===== src/rtl/lpm_pkg.sv =====
package lpm_pkg;

    typedef enum logic [1:0] {
        MODE_RUN  = 2'd0,
        MODE_IDLE = 2'd1,
        MODE_SPD  = 2'd2,
        MODE_HPD  = 2'd3
    } lpm_mode_e;

    // register field positions
    localparam int BIT_IDLE   = 0;
    localparam int BIT_PD     = 1;
    localparam int BIT_RESUME = 5;
    localparam int BIT_ARM    = 6;

    typedef struct packed {
        lpm_mode_e mode;
        logic      idle_bit;
        logic      pd_bit;
        logic      resume_sel;
        logic      arm;
        logic      wake;
        logic      wake_resume;
    } lpm_state_t;

endpackage


===== src/rtl/lpm_fall_sync.sv =====
module lpm_fall_sync #(
    parameter int STAGES = 2
) (
    input  logic clk,
    input  logic rst_n,
    input  logic pin,
    output logic fall
);
    localparam int W = STAGES + 1;

    logic [W-1:0] sh_d, sh_q;

    always_comb begin
        sh_d = {sh_q[W-2:0], pin};
    end

    // resets low so that a pin already high after reset is a rise, not a fall
    always_ff @(posedge clk or negedge rst_n) begin
        if (!rst_n) sh_q <= '0;
        else        sh_q <= sh_d;
    end

    assign fall = sh_q[W-1] & ~sh_q[W-2];


    fall_single_chk: assert property (@(posedge clk) disable iff (!rst_n)
        fall |=> !fall);

endmodule


===== src/rtl/lpm_wake_merge.sv =====
module lpm_wake_merge #(
    parameter int               NUM_IRQ   = 6,
    parameter logic [NUM_IRQ-1:0] WAKE_MASK = '1
) (
    input  logic [NUM_IRQ-1:0] irq_req,
    output logic               any_wake
);
    logic [NUM_IRQ:0] chain;

    assign chain[0] = 1'b0;
    for (genvar i = 0; i < NUM_IRQ; i++) begin : g_or
        if (WAKE_MASK[i]) begin : g_en
            assign chain[i+1] = chain[i] | irq_req[i];
        end else begin : g_dis
            assign chain[i+1] = chain[i];
        end
    end
    assign any_wake = chain[NUM_IRQ];

endmodule


===== src/rtl/lpm_sequencer.sv =====
module lpm_sequencer
    import lpm_pkg::*;
#(
    parameter int NUM_IRQ     = 6,
    parameter int SYNC_STAGES = 2,
    parameter int REG_W       = 8
) (
    input  logic               clk,
    input  logic               rst_n,
    input  logic               ctl_wr,
    input  logic [REG_W-1:0]   ctl_wdata,
    input  logic               float_cfg,
    input  logic               pfail_n,
    input  logic [NUM_IRQ-1:0] irq_req,
    output logic [REG_W-1:0]   ctl_rd,
    output logic               cpu_clk_en,
    output logic               osc_en,
    output logic               port_float,
    output logic               port_preset,
    output logic               wake_pulse,
    output logic               wake_resume
);

    logic pfail_fall;
    logic irq_any;
    lpm_state_t s_d, s_q;

    lpm_fall_sync #(.STAGES(SYNC_STAGES)) pin_sync_i (
        .clk  (clk),
        .rst_n(rst_n),
        .pin  (pfail_n),
        .fall (pfail_fall)
    );

    lpm_wake_merge #(.NUM_IRQ(NUM_IRQ)) wake_i (
        .irq_req (irq_req),
        .any_wake(irq_any)
    );

    logic hpd_hit;
    assign hpd_hit = s_q.arm & pfail_fall;

    always_comb begin
        s_d             = s_q;
        s_d.wake        = 1'b0;
        s_d.wake_resume = 1'b0;
        unique case (s_q.mode)
            MODE_RUN: begin
                if (ctl_wr) begin
                    s_d.resume_sel = ctl_wdata[BIT_RESUME];
                    s_d.arm        = ctl_wdata[BIT_ARM];
                    s_d.pd_bit     = ctl_wdata[BIT_PD];
                    s_d.idle_bit   = ctl_wdata[BIT_IDLE] & ~ctl_wdata[BIT_PD];
                    if (ctl_wdata[BIT_PD])        s_d.mode = MODE_SPD;
                    else if (ctl_wdata[BIT_IDLE]) s_d.mode = MODE_IDLE;
                end
                if (hpd_hit) begin
                    s_d.mode     = MODE_HPD;
                    s_d.idle_bit = 1'b0;
                    s_d.pd_bit   = 1'b0;
                end
            end
            MODE_IDLE, MODE_SPD: begin
                if (hpd_hit && s_q.mode == MODE_IDLE) begin
                    s_d.mode     = MODE_HPD;
                    s_d.idle_bit = 1'b0;
                end else if (irq_any) begin
                    s_d.mode        = MODE_RUN;
                    s_d.idle_bit    = 1'b0;
                    s_d.pd_bit      = 1'b0;
                    s_d.wake        = 1'b1;
                    s_d.wake_resume = s_q.resume_sel;
                end
            end
            default: ;  // hardware power-down: only reset leaves
        endcase
    end

    always_ff @(posedge clk or negedge rst_n) begin
        if (!rst_n) begin
            s_q <= '{mode: MODE_RUN, default: 1'b0};
        end else begin
            s_q <= s_d;
        end
    end

    always_comb begin
        ctl_rd              = '0;
        ctl_rd[BIT_IDLE]    = s_q.idle_bit;
        ctl_rd[BIT_PD]      = s_q.pd_bit;
        ctl_rd[BIT_RESUME]  = s_q.resume_sel;
        ctl_rd[BIT_ARM]     = s_q.arm;
    end

    assign cpu_clk_en  = (s_q.mode == MODE_RUN);
    assign osc_en      = (s_q.mode == MODE_RUN) || (s_q.mode == MODE_IDLE);
    assign port_float  = float_cfg && ((s_q.mode == MODE_SPD) || (s_q.mode == MODE_HPD));
    assign port_preset = ~rst_n;
    assign wake_pulse  = s_q.wake;
    assign wake_resume = s_q.wake_resume;


    hpd_sticky_chk: assert property (@(posedge clk) disable iff (!rst_n)
        (s_q.mode == MODE_HPD) |=> (s_q.mode == MODE_HPD));


    hpd_armed_chk: assert property (@(posedge clk) disable iff (!rst_n)
        $rose(s_q.mode == MODE_HPD) |-> $past(s_q.arm));


    wake_cause_chk: assert property (@(posedge clk) disable iff (!rst_n)
        s_q.wake |-> ($past(irq_any) &&
                      ($past(s_q.mode) == MODE_IDLE || $past(s_q.mode) == MODE_SPD)));


    one_mode_chk: assert property (@(posedge clk) disable iff (!rst_n)
        !(ctl_rd[BIT_IDLE] && ctl_rd[BIT_PD]));


    float_osc_chk: assert property (@(posedge clk) disable iff (!rst_n)
        port_float |-> !osc_en);


    sleep_reg_chk: assert property (@(posedge clk) disable iff (!rst_n)
        (!cpu_clk_en && !wake_pulse && $past(!cpu_clk_en)) |-> $stable(ctl_rd[BIT_ARM]));

endmodule


===== config.mk =====
export PLATFORM = sky130hd
export DESIGN_NAME = lpm_sequencer
export DESIGN_NICKNAME = d
export VERILOG_FILES = /design/src/rtl/lpm_pkg.sv /design/src/rtl/lpm_fall_sync.sv /design/src/rtl/lpm_wake_merge.sv /design/src/rtl/lpm_sequencer.sv
export SDC_FILE = /design/constraint.sdc
export NUM_CORES = 1
export LEC_CHECK = 0
export BUFFER_PORTS_ARGS = -buffer_cell sky130_fd_sc_hd__clkbuf_2
export CAP_MARGIN = 25
export CORE_UTILIZATION = 39
export DETAILED_ROUTE_END_ITERATION = 7
export MAX_ROUTING_LAYER = met4
export PLACE_DENSITY = 0.81
export SYNTH_ARGS = -nofsm -noshare
export SYNTH_HDL_FRONTEND = slang
export SYNTH_HIERARCHICAL = 1
export SYNTH_SLANG_ARGS = --single-unit

===== constraint.sdc =====
create_clock -name clk -period 1.6 [get_ports clk]
set_clock_uncertainty 0.15 [all_clocks]
set_input_delay 0.16 -clock clk [delete_from_list [all_inputs] [get_ports clk]]
set_output_delay 0.16 -clock clk [all_outputs]
set_load 0.02 [all_outputs]

==> results of run 1 <==
-- through the flow --
step	util, %	worst slack (ns)	total power [uW]
after global routing	62.0	-0.0869	1660
final	62.0	-0.0448	1570
after detailed placement	51.6	-0.0247	1180
after CTS	60.7	-0.0455	1540
after global placement	51.6	-0.0132	1170
after floorplan	-	0.0196	1010
-- registers in the layout, summed over array words and instances (netlist names) --
name	count
s_q	2
wake_resume	1
ctl_rd	4
pin_sync_i/sh_q	3
wake_pulse	1
-- layer usage --
metal / track usage, % / wire [microns]
met5: - / 0
met4: 11.3 / 36
met3: 7.76 / 84
met2: 25.8 / 624
met1: 15.0 / 500
-- where the power goes --
group / internal [uW] / switching [uW] / total, uW / leakage, uW
logic: 478 / 484 / 962 / 0.000309
clock network: 96.7 / 90.7 / 187 / 0.0000150
registers: 365 / 56.5 / 421 / 0.000137
total: 940 / 631 / 1570 / 0.000462
-- tightest hold or removal path: stages --
cell and delay (ns):
clkbuf_2 0.12, a22oi_1 0.07, o2bb2ai_1 0.13
-- worst max path at each step --
stage                       from          to  slack, ns  cells past startpoint
after floorplan           s_q[7]   ctl_rd[1]       0.02                      6
after global placement    s_q[6]   ctl_rd[1]      -0.01                      5
after detailed placement  s_q[6]   ctl_rd[0]      -0.02                      6
after CTS                 s_q[6]  port_float      -0.05                      4
after global routing      s_q[6]  port_float      -0.09                      5
final                     s_q[6]  port_float      -0.04                      5
-- final cells by class --
class,count,area share [%]
Clock buffer,4,2.78
Multi-Input combinational cell,41,39.6
Sequential cell,11,29.1
Tap cell,16,2.12
Inverter,4,1.59
Timing Repair Buffer,34,24.8
-- logic make-up after synthesis --
kind of cell	share of synthesized area (%)
compound gates	13.8
fa+ha+maj	7.77
buf+inv	11.7
flops	42.7
mux	7.57
other cells	0.582
simple gates	15.9
-- timing repair --
action,CTS,global route
pin swaps,4,2
resized for setup,14,6
endpoints found under the setup margin,4,5
hold buffers,4,0
setup buffers,2,0
hold endpoints to repair,14,0
-- placed cells by master, fill, tap and decap left out, types with 2 or more instances in the layout --
cell type      Yosys  layout
conb_1             1       4
o2bb2ai_1          2       2
nand3_1            3       2
nand2_1            5       4
buf_6              0       2
dfrtp_1           11      11
dlygate4sd3_1      0       4
inv_2              0       2
ha_4               0       3
mux2_4             1       2
clkbuf_2           0      21
nor2_1             4       3
clkbuf_4           0       3
inv_1              4       2
mux2_2             3       2
buf_4              8       5
==> summary.txt, run 1 <==
Height of the die: 42.6 microns
Starting DRT DRC Count: 6
Worst-path clk slew: 0.06 ns
Fmax: 608 MHz
Number of global-route vias before repair: 486
Initial Util: 42.3%
Routed vias/inst: 4.84
Slowest cell on crit path: dfrtp_1
Synthesized flop and latch total: 11
Rows: 14
Post-synth EDFFs: 0
R2R cell count: 5
Final WS setup: -0.0448 ns
Die area: 1820 sq um
Slew Limit Fails: 0
Clk_lat worst skew: 0.27 ns
Hold Path End: s_q[7]
MaxCap Viol Count: 0
Post-Layout Cell Count: 110
YS warnings: 6
Area of the multi-input gates: 374 sq um
Grt total ovfl: 0
Routability cong.: 0.821
Critical Path Start Type: flop
Share of cells above drive strength 1: 55.3%
Clock root buffer: clkbuf_4
Final hold violations: 0
Leak pwr: 0.000462 uW
Clk buf depth: 2
Final min period: 1.64 ns
Critical Path RT: 1.29 ns
Status: complete, but fails checks
Initial antenna violation count: 0
Cell area after layout: 945 sq um
Final WL: 1250 microns
Placed Instances: 100
Total Routing Usage GR: 16.2%
Reg2reg setup slack: -0.01 ns
R2R Path Start: s_q[6]
Drt wl/cell: 11.3 microns
Num Clock Sinks: 11
Final TNS setup: -0.0735 ns
Failing checks: negative setup slack
# diodes: 0
Core ar.: 1520 sq um
Largest net degree at the start of global routing: 13
Post-route ant nets: 0
DP HPWL: 888 microns
Synth area leaders: dfrtp_1 43%, buf_4 9.3%, ha_1 7.8%
Synth cell types: 25
Top Family by Delay on Critical Path: flip-flops
Drc violations: 0
RSZ-0062 raised after global routing: true
Min-Delay Path Depth: 3
Worst VDD drop: 0.785 mV
PortBufs: 24
Final Setup Violations: 4
Dominant synthesized flop cell: dfrtp_1
Synthesized area per cell: 10.6 sq um
WHS: 0.105 ns
# H-tree levels: 1
Most common cell in the netlist: dfrtp_1
R2r endpoint: ctl_rd[1]
Synth cell count leaders: 11 x dfrtp_1, 8 x buf_4, 5 x nand2_1
Leading area contributor after synthesis: dfrtp_1
Final #Nets: 118
Setup CP Type: reg2out
CP bufs+invs: 3
Vias: 532
Post-Syn Instances: 61
IO Count: 33
Die W: 42.6 microns
Worst Setup End Kind: output port
Final Cycle Share: 103%
Worst hold path class: in2reg
Worst Path Arrival: 1.33 ns
Fill cells: 128
Sequential area share after synthesis: 42.7%
FF+latch area: 275 sq um
Critical path fanouts, max: 3
Area grow syn2layout: 46.6%
Asr flop ratio synth: 100%
CTS tree: built
Worst-path cell chain: inv_2 > buf_6 > ha_4 > o21a_1 > clkbuf_8
Hold Startpoint: ctl_wdata[1]
Top cell type's share of synthesized area: 42.7%
P per Cell Area: 1660 nW/um^2
Synthesized area: 644 sq um
TritonCTS Buffers: 3
Max incr delay on CP: 0.41 ns
DRT Pass-1 Iters: 3
Area after DPL: 786 sq um
Global-route wire length before repair: 1970 microns
Note: power is estimated with default switching activity, not from simulation.
==> run 2: changes to the inputs <==
- SETUP_SLACK_MARGIN: unset -> 0.2
==> run 2 against run 1 <==
Against the previous run: the flow still finishes with violations (negative setup slack); first-iteration DRC count rose to 2.8 times the previous value; worst setup slack got worse by 0.0048 ns; design area rose by 6.4%; wire length rose by 32%; sequential share of layout area fell by 1.6 points; core utilization rose by 3.9 points; die area did not move; combinational power rose by 14%; via count rose by 8.6%; fmax fell by 0.29%; clock-buffer cell count did not move.
==> summary.txt, run 2 (synthesis results as in run 1) <==
Final Cycle Share: 103%
R2R Path Start: pin_sync_i/sh_q[1]
Commonest non-fill, non-tap cell in the layout: clkbuf_2
IO Count: 33
Seq pwr share: 25.5%
Clk_lat worst skew: 0.28 ns
Drc violations: 0
Final #Nets: 118
Max reg flops: 4
DP HPWL: 1010 microns
Largest net degree at the start of global routing: 12
Slew Limit Fails: 0
Die area: 1820 sq um
Number of global-route vias before repair: 536
Final TNS setup: -0.165 ns
R2r endpoint: ctl_rd[1]
Drt wl/cell: 14.9 microns
P per Cell Area: 1730 nW/um^2
Leak pwr: 0.000476 uW
Die W: 42.6 microns
Max incr delay on CP: 0.45 ns
Switching Share: 42.1%
Global-route wire length before repair: 2320 microns
Clock root buffer: clkbuf_4
Height of the die: 42.6 microns
Status: complete, but fails checks
Routability cong.: 0.796
Reg2reg setup slack: -0.05 ns
Final Setup Violations: 5
Rows: 14
Final min period: 1.65 ns
Worst-path cell chain: buf_6 > ha_4 > o21a_1 > clkbuf_8
Slowest cell on crit path: dfrtp_2
Total Power: 1740 uW
# H-tree levels: 1
Failing checks: negative setup slack
DRT Pass-1 Iters: 4
Vias: 578
Total Routing Usage GR: 18.3%
Rel. slew slack: 66.5%
Worst Setup End Kind: output port
Clk buf depth: 2
PortBufs: 24
Net Sw Power: 734 uW
Fill cells: 114
# diodes: 0
Most frequent cells in the layout: 21 x clkbuf_2, 10 x dfrtp_1, 4 x conb_1, 4 x dlygate4sd3_1
Post-Layout Cell Count: 110
Critical Path Start Type: flop
TritonCTS Buffers: 3
Post-route ant nets: 0
Worst-Margin Slew: 0.500 ns
Hold Path End: s_q[7]
CTS tree: built
Initial antenna violation count: 0
Placed Instances: 99
Worst Path Arrival: 1.34 ns
Final WL: 1640 microns
Grt total ovfl: 0
Final hold violations: 0
Min-Delay Path Depth: 3
Pint: 1010 uW
RSZ-0062 raised after global routing: true
Fmax: 606 MHz
Critical Path RT: 1.29 ns
Worst-path clk slew: 0.08 ns
R2R cell count: 4
Share of cells above drive strength 1: 58.5%
Hold Startpoint: ctl_wdata[1]
Worst VDD drop: 1.01 mV
Setup CP Type: reg2out
Area grow syn2layout: 55.9%
Final WS setup: -0.0496 ns
Routed vias/inst: 5.25
Worst hold path class: in2reg
MaxCap Viol Count: 0
Num Clock Sinks: 11
Comb power frac: 63.0%
Initial Util: 42.3%
Critical path fanouts, max: 3
Core ar.: 1520 sq um
Starting DRT DRC Count: 17
Clock power frac: 11.5%
Fin util: 65.9%
[run 2: cell counts in the layout (fill, tap and decap cells not counted)]
No cell type changed its count.
[run 2: worst max-delay path, delay by kind of cell (launching register included)]
kind,cells,cell delay [ns]
flops,1,0.45
fa+ha+maj,1,0.16
buf+inv,2,0.29
compound gates,1,0.17
[run 2: metrics by stage]
stage / hold slack [ns] / setup WS, ns / cell area, sq um
after floorplan: -0.286 / 0.0196 / 678
after global placement: -0.106 / 0.00166 / 781
after detailed placement: -0.0921 / -0.0368 / 781
after CTS: 0.107 / -0.0458 / 927
after global routing: 0.163 / -0.104 / 1000
final: 0.111 / -0.0496 / 1000
[run 2: metal layers]
metal | wire length [microns] | up-vias | part of all wire (%) | track usage, %
met2 | 882 | 31 | 54 | 32.7
met1 | 608 | 270 | 37 | 18.0
met5 | 0 | - | 0 | -
met4 | 82 | 0 | 5.0 | 10.6
li1 | - | 267 | - | -
met3 | 71 | 10 | 4.3 | 3.45
[run 2: how the worst max path moves through the flow]
stage	startpoint	end	slack (ns)
after detailed placement	s_q[6]	ctl_rd[1]	-0.04
after floorplan	s_q[7]	ctl_rd[1]	0.02
after global routing	s_q[7]	ctl_rd[1]	-0.10
final	s_q[6]	port_float	-0.05
after global placement	s_q[6]	ctl_rd[1]	0.002
after CTS	s_q[7]	ctl_rd[0]	-0.05
[run 2: what timing repair did]
| item | 4_1_cts | 5_1_grt |
|---|---|---|
| endpoints found under the hold margin | 14 | 0 |
| endpoints found under the setup margin | 7 | 10 |
| pin swaps | 5 | 5 |
| resized for setup | 11 | 14 |
| buffers inserted | 2 | 1 |
| hold buffers | 4 | 0 |
[run 2: cell type report]
class	instances	area (sq um)	area share [%]
clock buffers	4	26.3	2.62
inverters	4	15.0	1.49
multi-input cells	41	409	40.7
flip-flops and latches	11	277	27.5
well taps	16	20.0	1.99
repair buffers	34	258	25.7
[run 2: power by group through the flow]
stage	registers (uW)	clock network, uW	logic, uW
floorplan	456	0	566
global placement	431	0	720
detailed placement	435	0	739
CTS	431	201	925
global route	457	212	1160
finish	445	200	1100
